===== src/rtl/xlate_pkg.sv =====
package xlate_pkg;
  localparam int VA_W   = 32;
  localparam int OFF_W  = 12;
  localparam int VPN_W  = VA_W - OFF_W;
  localparam int PTE_W  = 32;
  localparam int FRM_W  = PTE_W - OFF_W;
  localparam int SPARE_W = OFF_W - 4;

  typedef struct packed {
    logic [FRM_W-1:0]   frame;
    logic [SPARE_W-1:0] spare;
    logic               dirty;
    logic               refd;
    logic               wr;
    logic               vld;
  } pte_t;

  typedef enum logic [2:0] {
    ST_IDLE, ST_LOOK, ST_FETCH, ST_CHECK, ST_WBACK, ST_RESP
  } xstate_t;

  function automatic logic [VA_W-1:0] entry_addr(input logic [VA_W-1:0] base,
                                                 input logic [VPN_W-1:0] vpn);
    return base + {{(VA_W-VPN_W-2){1'b0}}, vpn, 2'b00};
  endfunction

  function automatic logic [VA_W-1:0] join_paddr(input logic [FRM_W-1:0] frm,
                                                 input logic [OFF_W-1:0] off);
    return {frm, off};
  endfunction

  function automatic pte_t touch_entry(input pte_t p, input logic is_st);
    pte_t n;
    n = p;
    n.refd = 1'b1;
    if (is_st) n.dirty = 1'b1;
    return n;
  endfunction
endpackage


===== src/rtl/xlate_tlb.sv =====
module xlate_tlb
  import xlate_pkg::*;
#(
  parameter int TLB_N = 4,
  localparam int IW = (TLB_N > 1) ? $clog2(TLB_N) : 1
) (
  input  logic             clk,
  input  logic             rst_n,
  input  logic             flush,
  input  logic [VPN_W-1:0] lk_vpn,
  output logic             lk_hit,
  output logic [IW-1:0]    lk_idx,
  output pte_t             lk_pte,
  input  logic             ins_en,
  input  logic [VPN_W-1:0] ins_vpn,
  input  pte_t             ins_pte,
  output logic [IW-1:0]    ins_idx,
  input  logic             upd_en,
  input  logic [IW-1:0]    upd_idx,
  input  pte_t             upd_pte,
  output logic [TLB_N-1:0] live
);
  logic [TLB_N-1:0] hit_vec;
  pte_t             pte_arr [TLB_N];
  logic [IW-1:0]    ptr_q;

  for (genvar i = 0; i < TLB_N; i++) begin : g_ent
    logic             vld_q;
    logic [VPN_W-1:0] tag_q;
    pte_t             pte_q;
    wire              sel_ins = ins_en && (ptr_q == IW'(i));
    wire              sel_upd = upd_en && (upd_idx == IW'(i));

    always_ff @(posedge clk or negedge rst_n) begin
      if (!rst_n) begin
        vld_q <= 1'b0;
        tag_q <= '0;
        pte_q <= '0;
      end else begin
        if (flush)        vld_q <= 1'b0;
        else if (sel_ins) vld_q <= 1'b1;
        if (sel_ins) begin
          tag_q <= ins_vpn;
          pte_q <= ins_pte;
        end else if (sel_upd) begin
          pte_q <= upd_pte;
        end
      end
    end

    assign hit_vec[i] = vld_q && (tag_q == lk_vpn);
    assign pte_arr[i] = pte_q;
    assign live[i]    = vld_q;
  end

  always_ff @(posedge clk or negedge rst_n) begin
    if (!rst_n)      ptr_q <= '0;
    else if (ins_en) ptr_q <= (ptr_q == IW'(TLB_N-1)) ? '0 : ptr_q + 1'b1;
  end

  always_comb begin
    lk_hit = |hit_vec;
    lk_idx = '0;
    lk_pte = '0;
    for (int i = 0; i < TLB_N; i++) begin
      if (hit_vec[i]) begin
        lk_idx = IW'(i);
        lk_pte = pte_arr[i];
      end
    end
  end

  assign ins_idx = ptr_q;
endmodule


===== src/rtl/xlate_ctrl.sv =====
module xlate_ctrl
  import xlate_pkg::*;
#(
  parameter int TLB_N = 4,
  localparam int IW = (TLB_N > 1) ? $clog2(TLB_N) : 1
) (
  input  logic             clk,
  input  logic             rst_n,
  input  logic [VA_W-1:0]  pt_base,
  input  logic             req_valid,
  output logic             req_ready,
  input  logic [VA_W-1:0]  req_vaddr,
  input  logic             req_store,
  output logic             done,
  output logic [VA_W-1:0]  done_paddr,
  output logic             fault_page,
  output logic             fault_wprot,
  output logic             mem_req,
  output logic             mem_we,
  output logic [VA_W-1:0]  mem_addr,
  output logic [PTE_W-1:0] mem_wdata,
  input  logic             mem_ack,
  input  logic [PTE_W-1:0] mem_rdata,
  output logic [VPN_W-1:0] lk_vpn,
  input  logic             lk_hit,
  input  logic [IW-1:0]    lk_idx,
  input  pte_t             lk_pte,
  output logic             ins_en,
  output logic [VPN_W-1:0] ins_vpn,
  output pte_t             ins_pte,
  input  logic [IW-1:0]    ins_idx,
  output logic             upd_en,
  output logic [IW-1:0]    upd_idx,
  output pte_t             upd_pte,
  output logic             st_busy
);
  xstate_t          state_q;
  logic [VA_W-1:0]  va_q;
  logic             st_q;
  pte_t             pte_q;
  logic [IW-1:0]    idx_q;
  logic [VA_W-1:0]  pa_q;
  logic             fpg_q, fwp_q;

  pte_t             rd_pte;
  pte_t             new_pte;
  logic             bits_change;
  logic             deny_page, deny_wr;

  assign rd_pte      = pte_t'(mem_rdata);
  assign new_pte     = touch_entry(pte_q, st_q);
  assign bits_change = (new_pte != pte_q);
  assign deny_page   = !pte_q.vld;
  assign deny_wr     = pte_q.vld && st_q && !pte_q.wr;

  assign lk_vpn  = va_q[VA_W-1:OFF_W];
  assign ins_vpn = va_q[VA_W-1:OFF_W];
  assign ins_pte = rd_pte;
  assign ins_en  = (state_q == ST_FETCH) && mem_ack && rd_pte.vld;
  assign upd_en  = (state_q == ST_CHECK) && !deny_page && !deny_wr && bits_change;
  assign upd_idx = idx_q;
  assign upd_pte = new_pte;

  assign req_ready   = (state_q == ST_IDLE);
  assign done        = (state_q == ST_RESP);
  assign done_paddr  = pa_q;
  assign fault_page  = done && fpg_q;
  assign fault_wprot = done && fwp_q;
  assign mem_req     = (state_q == ST_FETCH) || (state_q == ST_WBACK);
  assign mem_we      = (state_q == ST_WBACK);
  assign mem_addr    = entry_addr(pt_base, va_q[VA_W-1:OFF_W]);
  assign mem_wdata   = pte_q;
  assign st_busy     = st_q;

  always_ff @(posedge clk or negedge rst_n) begin
    if (!rst_n) begin
      state_q <= ST_IDLE;
      va_q    <= '0;
      st_q    <= 1'b0;
      pte_q   <= '0;
      idx_q   <= '0;
      pa_q    <= '0;
      fpg_q   <= 1'b0;
      fwp_q   <= 1'b0;
    end else begin
      unique case (state_q)
        ST_IDLE: begin
          if (req_valid) begin
            va_q    <= req_vaddr;
            st_q    <= req_store;
            fpg_q   <= 1'b0;
            fwp_q   <= 1'b0;
            state_q <= ST_LOOK;
          end
        end
        ST_LOOK: begin
          if (lk_hit) begin
            pte_q   <= lk_pte;
            idx_q   <= lk_idx;
            state_q <= ST_CHECK;
          end else begin
            state_q <= ST_FETCH;
          end
        end
        ST_FETCH: begin
          if (mem_ack) begin
            pte_q   <= rd_pte;
            idx_q   <= ins_idx;
            state_q <= ST_CHECK;
          end
        end
        ST_CHECK: begin
          if (deny_page) begin
            fpg_q   <= 1'b1;
            pa_q    <= '0;
            state_q <= ST_RESP;
          end else if (deny_wr) begin
            fwp_q   <= 1'b1;
            pa_q    <= '0;
            state_q <= ST_RESP;
          end else begin
            pa_q    <= join_paddr(pte_q.frame, va_q[OFF_W-1:0]);
            pte_q   <= new_pte;
            state_q <= bits_change ? ST_WBACK : ST_RESP;
          end
        end
        ST_WBACK: begin
          if (mem_ack) state_q <= ST_RESP;
        end
        ST_RESP: state_q <= ST_IDLE;
        default: state_q <= ST_IDLE;
      endcase
    end
  end
endmodule


===== src/rtl/addr_xlate_unit.sv =====
module addr_xlate_unit
  import xlate_pkg::*;
#(
  parameter int TLB_N = 4,
  localparam int IW = (TLB_N > 1) ? $clog2(TLB_N) : 1
) (
  input  logic             clk,
  input  logic             rst_n,
  input  logic             flush,
  input  logic [VA_W-1:0]  pt_base,
  input  logic             req_valid,
  output logic             req_ready,
  input  logic [VA_W-1:0]  req_vaddr,
  input  logic             req_store,
  output logic             done,
  output logic [VA_W-1:0]  done_paddr,
  output logic             fault_page,
  output logic             fault_wprot,
  output logic             mem_req,
  output logic             mem_we,
  output logic [VA_W-1:0]  mem_addr,
  output logic [PTE_W-1:0] mem_wdata,
  input  logic             mem_ack,
  input  logic [PTE_W-1:0] mem_rdata
);
  logic [VPN_W-1:0] lk_vpn, ins_vpn;
  logic             lk_hit, ins_en, upd_en;
  logic [IW-1:0]    lk_idx, ins_idx, upd_idx;
  pte_t             lk_pte, ins_pte, upd_pte;
  logic [TLB_N-1:0] tlb_live;
  logic             wb_store;

  xlate_tlb #(.TLB_N(TLB_N)) u_tlb (
    .clk(clk), .rst_n(rst_n), .flush(flush),
    .lk_vpn(lk_vpn), .lk_hit(lk_hit), .lk_idx(lk_idx), .lk_pte(lk_pte),
    .ins_en(ins_en), .ins_vpn(ins_vpn), .ins_pte(ins_pte), .ins_idx(ins_idx),
    .upd_en(upd_en), .upd_idx(upd_idx), .upd_pte(upd_pte),
    .live(tlb_live)
  );

  xlate_ctrl #(.TLB_N(TLB_N)) u_ctrl (
    .clk(clk), .rst_n(rst_n), .pt_base(pt_base),
    .req_valid(req_valid), .req_ready(req_ready),
    .req_vaddr(req_vaddr), .req_store(req_store),
    .done(done), .done_paddr(done_paddr),
    .fault_page(fault_page), .fault_wprot(fault_wprot),
    .mem_req(mem_req), .mem_we(mem_we), .mem_addr(mem_addr),
    .mem_wdata(mem_wdata), .mem_ack(mem_ack), .mem_rdata(mem_rdata),
    .lk_vpn(lk_vpn), .lk_hit(lk_hit), .lk_idx(lk_idx), .lk_pte(lk_pte),
    .ins_en(ins_en), .ins_vpn(ins_vpn), .ins_pte(ins_pte), .ins_idx(ins_idx),
    .upd_en(upd_en), .upd_idx(upd_idx), .upd_pte(upd_pte),
    .st_busy(wb_store)
  );
endmodule


===== config.mk =====
export PLATFORM = sky130hd
export DESIGN_NAME = addr_xlate_unit
export DESIGN_NICKNAME = d
export VERILOG_FILES = /design/src/rtl/xlate_pkg.sv /design/src/rtl/xlate_tlb.sv /design/src/rtl/xlate_ctrl.sv /design/src/rtl/addr_xlate_unit.sv
export SDC_FILE = /design/constraint.sdc
export NUM_CORES = 1
export LEC_CHECK = 0
export BUFFER_PORTS_ARGS = -buffer_cell sky130_fd_sc_hd__buf_2
export CORE_UTILIZATION = 33
export DETAILED_ROUTE_END_ITERATION = 16
export GPL_TIMING_DRIVEN = 0
export PLACE_DENSITY = 0.57
export SLEW_MARGIN = 20
export SYNTH_ARGS = -nofsm -noshare
export SYNTH_HDL_FRONTEND = slang
export SYNTH_SLANG_ARGS = --single-unit

===== constraint.sdc =====
create_clock -name clk -period 3.4 [get_ports clk]
set_input_delay 0.68 -clock clk [delete_from_list [all_inputs] [get_ports clk]]
set_output_delay 0.68 -clock clk [all_outputs]
set_load 0.01 [all_outputs]

# [Word-level counts from Yosys, hierarchy flattened]
# Cells that the tools add are included.
[classes] addsub=2 n_eq_ne=24 mux=49 bitwise_logic=1 reduce_logical=47
[ops] cell="$mux 32" count=17
[ops] cell="$pmux 32 s3" count=1
[ops] cell="$eq 20x20->1" count=4
[ops] cell="$add 32x22->32" count=1
[ops] cell="$logic_and 1x1->1" count=21
[ops] cell="$reduce_bool 2->1" count=10
[ops] cell="$mux 1" count=16
[ops] cell="$mux 3" count=5
[ops] cell="$pmux 3 s5" count=1
[ops] cell="$reduce_and 3->1" count=4
[ops] cell="$mux 2" count=5
[ops] cell="$ne 2x2->1 const B" count=5
[ops] cell="$eq 2x2->1 const B" count=4
[ops] cell="$reduce_and 4->1" count=2
[ops] cell="$eq 3x2->1 const B" count=2
[ops] cell="$eq 3x3->1 const B" count=2
[ops] cell="$ne 2x1->1 const B" count=3
[ops] cell="$reduce_and 5->1" count=1
[ops] cell="$eq 2x1->1 const B" count=2
[ops] cell="$logic_not 2->1" count=2
[ops] cell="$mux 4" count=1
[ops] cell="$pmux 1 s2" count=2
[ops] cell="$pmux 2 s2" count=1
[ops] cell="$reduce_or 4->1" count=1
[ops] cell="9 further kinds" count=10
[totals] regBits=318 inputBits=102 out_inout_bits=102 wordCells=169

# [Longest topological paths before layout]
[logic_depth] depth_word=8 mapped_depth=12 ltp_nobuf=10

# [Modules after synthesis]
# A second synthesis with hierarchy kept.
[hier_totals] hier_cells=1780 area_unflattened_um2=17953.5
[modules_own_cells] module="xlate_tlb" n_inst=1 cells_each=1075 area_each_um2=11310.8 seq_area_each_um2=5355.1
[modules_own_cells] module="xlate_ctrl" n_inst=1 cells_each=705 area_each_um2=6642.6 seq_area_each_um2=2602.5

# [Worst setup path after synthesis]
# OpenSTA, ideal clock, no wires.
[synth_path] kind="input to output" startpoint="input port pt_base[2]" endpoint="output port mem_addr[30]" t_arrival_ps=2917 required_ps=2720 slack_ps=-197 cell_stages=10 path_buffers=0 cell_sequence="ha_1 -> fa_1 -> a211oi_1 -> o211ai_1 -> nand4_1 -> o21ai_0 -> o41a_1 -> a31oi_1 -> nor3b_1 -> xor2_1"
[synth_via] elab_chain_len=1
[synth_lines] item="from (decl)" line_no="addr_xlate_unit.sv:10" text="input logic [VA_W-1:0] pt_base,"
[synth_lines] item="$add 32x22->32" line_no="xlate_pkg.sv:24" text="return base + {{(VA_W-VPN_W-2){1'b0}}, vpn, 2'b00};"
[synth_lines] item="to (decl)" line_no="addr_xlate_unit.sv:21" text="output logic [VA_W-1:0] mem_addr,"
# No other way between the ends.

# [Worst setup path after layout]
[layout_path] startpoint="register u_ctrl.va_q[12]" endpoint="output port mem_addr[28]"
[layout_via] elab_chain_len=1
[layout_lines] item="from (decl)" line_no="xlate_ctrl.sv:38" text="logic [VA_W-1:0] va_q;"
[layout_lines] item="from (signal assigned)" line_no="xlate_ctrl.sv:89" text="va_q <= req_vaddr;"
[layout_lines] item="$add 32x22->32" line_no="xlate_pkg.sv:24"
# No other way between the ends.

==> key figures <==
Status
  – Status: finished, violations left
  – Failing checks: negative setup slack

Timing
  – Skew final: 0.0324 ns
  – Worst slew pin tran: a little under 1 ns
  – Rel. slew slack: 34.9%
  – Fmax: 254 MHz
  – Final Hold Viols: 0
  – Setup ws final: -0.539 ns
  – RSZ-0062 raised after global routing: yes
  – Final period util: 116%
  – Minimum clock period: 3.94 ns
  – Final Slew Violations: 0
  – Final TNS setup: -4.73 ns
  – Setup Viol. Count Final: 15

Clock network
  – CTS tree: yes
  – CTS Buf Count: 38
  – Clock transition at path regs: 0.06 ns
  – TritonCTS sink count: 318
  – CTS Root Cell: clkbuf_16
  – Max clock buf depth: 3
  – Latest clock arrival within the worst-skew pair: about 0.57 ns
  – CTS H-tree depth: 2

Die
  – Number of placed I/O pins: 204
  – Initial Util: 33.6%
  – Core area: between 40000 and 50000 sq um
  – Horiz. Die Dim: approximately 220 um
  – Die area: 49800 sq um
  – Cell row count: 80
  – Die height: 223 um

Route
  – Wire per inst: 20.1 um
  – Final WL: approximately 50000 um
  – DR iter-0 viols: 993
  – Vias/cell: 5.34
  – DRC: 0
  – Initial DRT Pass Iterations: 5
  – Via count: between 10000 and 15000
  – Final antenna-violating net count: 0

Global route
  – Pin count of the biggest net entering global routing: 100
  – Number of global-route vias before repair: 13300
  – GRT Total Usage: 20.4%
  – Grt ovf: 0
  – Initial antenna violation count: 2
  – First-pass GRT wire length: just under 80000 um

Critical path
  – Startpoint type of the worst setup path: flop
  – Crit path kind: reg -> out
  – CP Data Arrival Time: 3.26 ns
  – Critical Path Sink Type: primary output
  – Req. time, crit path: about 2.7 ns
  – CP max FO: 5

Placement
  – Setup WS pre-CTS: -0.681 ns
  – Port bufs: 201
  – Dpl cell area: 18000 sq um
  – Placer Congestion: about 0.89
  – Post-DP HPWL: 35300 um

Synthesis
  – Ys flop type: dfrtp_1
  – Yosys cell types: 56
  – Post-synth EDFFs: 0
  – Ys async rst share: 100%
  – FF+latch count, synth: 318
  – Syn nets: around 1800
  – Post-Synthesis Cells: 1630
  – Synth Warn #: 0
  – Syn Std Cell Area: 16100 sq um
  – Register area share after synthesis: 49.3%
  – Syn avg cell area: between 9 and 10 sq um

Power and ir drop
  – Leakage power: 9.19 nW
  – Maximum vdd drop: 0.438 mV
  – PD cells: approximately 920 nW/um^2

Run
  – Max Cap Viol: 0

Min path
  – Hold Crit Class: in -> async

Cells and area
  – Fill cells: 4687
  – Area of the multi-input gates: 7850 sq um
  – Register Area: 7960 sq um
  – Share of cells above drive strength 1: 23.6%
  – Area growth, synth to finish: 21.6%
  – Final #Nets: 2010
  – Design Area, Final: 19600 sq um
critical path: stages, from the launching register on:
cell and delay (ns):
dfrtp_1 0.40, ha_4 0.18, fa_2 0.37, a211oi_2 0.24, o211ai_1 0.17, nand4_1 0.21
o21ai_2 0.10, o41a_1 0.37, a31oi_4 0.23, nand2b_4 0.18, xnor2_2 0.10, buf_2 0.14
worst paths after layout:
path / depth (start not counted) / end / slack, ns / start
setup / recovery: 11 / mem_addr[28] / -0.54 / u_ctrl.va_q[12]$_DFFE_PN0P_
hold / removal: 1 / u_ctrl.done_paddr[17]$_DFFE_PN0P_ / 0.05 / rst_n
setup reg to reg: 10 / u_ctrl.mem_wdata[21]$_DFFE_PN0P_ / 0.05 / u_ctrl.va_q[18]$_DFFE_PN0P_
hold reg to reg: 2 / u_tlb.g_ent[0].pte_q[0]$_DFFE_PN0P_ / 0.47 / u_tlb.g_ent[0].pte_q[0]$_DFFE_PN0P_
max in group asynchronous: 2 / u_ctrl.va_q[19]$_DFFE_PN0P_ / 2.44 / rst_n
min in group clk: 2 / u_tlb.g_ent[0].vld_q$_DFFE_PN0P_ / 0.33 / flush
report_power, final:
| group | internal (mW) | switching (mW) |
|---|---|---|
| combinational | 3.21 | 4.05 |
| sequential | 5.39 | 1.21 |
| clock | 2.61 | 1.67 |
| total | 11.2 | 6.93 |
sequential cells by signal (all words and copies together) (netlist names):
name / count
u_tlb.g_ent.pte_q: 128
u_ctrl.upd_idx: 2
u_ctrl.va_q: 32
u_ctrl.state_q: 3
u_tlb.g_ent.tag_q: 80
u_ctrl.mem_wdata: 32
u_ctrl.st_busy: 1
u_tlb.g_ent.vld_q: 4
u_ctrl.fwp_q: 1
u_ctrl.done_paddr: 32
u_tlb.ins_idx: 2
u_ctrl.fpg_q: 1
placed cells by master (no fill, tap or decap), types with 6 or more instances in the layout:
| cell type | Yosys | layout |
|---|---|---|
| a211oi_1 | 32 | 30 |
| a21o_1 | 10 | 10 |
| a21oi_1 | 61 | 56 |
| a22o_1 | 32 | 32 |
| a31oi_1 | 59 | 56 |
| and2_1 | 35 | 35 |
| buf_1 | 11 | 12 |
| buf_2 | 12 | 212 |
| buf_4 | 4 | 11 |
| clkbuf_1 | 87 | 81 |
| clkbuf_16 | 0 | 39 |
| clkbuf_2 | 0 | 17 |
| clkbuf_8 | 0 | 8 |
| dfrtp_1 | 318 | 318 |
| ha_1 | 24 | 19 |
| inv_1 | 16 | 16 |
| mux2_2 | 113 | 113 |
| mux2i_1 | 57 | 57 |
| nand2_1 | 206 | 206 |
| nand2b_1 | 10 | 9 |
| nand3_1 | 10 | 10 |
| nand4_1 | 25 | 25 |
| nor2_1 | 174 | 173 |
| nor4_1 | 9 | 8 |
| o211ai_1 | 6 | 6 |
| o21ai_0 | 101 | 96 |
| o21ai_1 | 12 | 12 |
| o22ai_1 | 37 | 37 |
| xnor2_1 | 71 | 70 |
| xor2_1 | 38 | 38 |
repair_timing:
action,CTS,global route
buffers inserted,5,5
setup endpoints to repair,70,126
gates resized for setup,20,45
hold buffers,0,0
pin swaps,9,9
logic make-up (layout without fill, tap and decap cells):
family                   count (synthesis)  after routing  share of synthesized area, %
AND/OR/NAND/NOR                        508            508                          13.9
AO/OA/AOI/OAI                          370            370                          14.2
multiplexers                           170            170                          11.4
flip-flops                             318            318                          49.3
XOR/XNOR                               109            109                          5.92
adder cells (fa/ha/maj)                 25             25                          1.99
buffers and inverters                  130            413                          3.21
other                                    0              2                             0
cell usage after synthesis (16+ instances only):
cell type | count | area [sq um]
xnor2_1 | 71 | 622
xor2_1 | 38 | 333
nand2_1 | 206 | 773
a211oi_1 | 32 | 240
a22o_1 | 32 | 280
dfrtp_1 | 318 | 7960
nor2_1 | 174 | 653
o21ai_0 | 101 | 505
mux2_2 | 113 | 1270
and2_1 | 35 | 219
clkbuf_1 | 87 | 327
a31oi_1 | 59 | 369
nand4_1 | 25 | 156
ha_1 | 24 | 300
mux2i_1 | 57 | 571
a21oi_1 | 61 | 305
inv_1 | 16 | 60.1
o22ai_1 | 37 | 231
metal layers:
| metal | vias up | wire length [um] | global-route usage (%) |
|---|---|---|---|
| li1 | 6239 | - | - |
| met2 | 502 | 22000 | 30.0 |
| met1 | 6703 | 23900 | 29.7 |
| met4 | 0 | 1320 | 7.07 |
| met5 | - | 0 | 0 |
| met3 | 78 | 3490 | 4.24 |
metrics by stage:
| stage | util [%] | power (mW) | hold slack (ns) | instances |
|---|---|---|---|---|
| floorplan | - | 11.1 | 0.384 | 1630 |
| global placement | 37.4 | 13.4 | 0.435 | 2446 |
| detailed placement | 37.6 | 13.6 | 0.440 | 2449 |
| CTS | 40.5 | 18.0 | 0.0463 | 2524 |
| global route | 40.9 | 19.4 | 0.0660 | 2530 |
| finish | 40.9 | 18.1 | 0.0464 | 2530 |
area by class of cell:
class / count / area share (%)
Antenna cell: 2 / 0.0255
Buffer: 114 / 2.44
Clock buffer: 59 / 5.77
Clock inverter: 11 / 0.925
Inverter: 16 / 0.306
Multi-Input combinational cell: 1182 / 40.0
Sequential cell: 318 / 40.6
Tap cell: 615 / 3.92
Timing Repair Buffer: 213 / 5.99
Note: power is estimated with default switching activity, not from simulation.
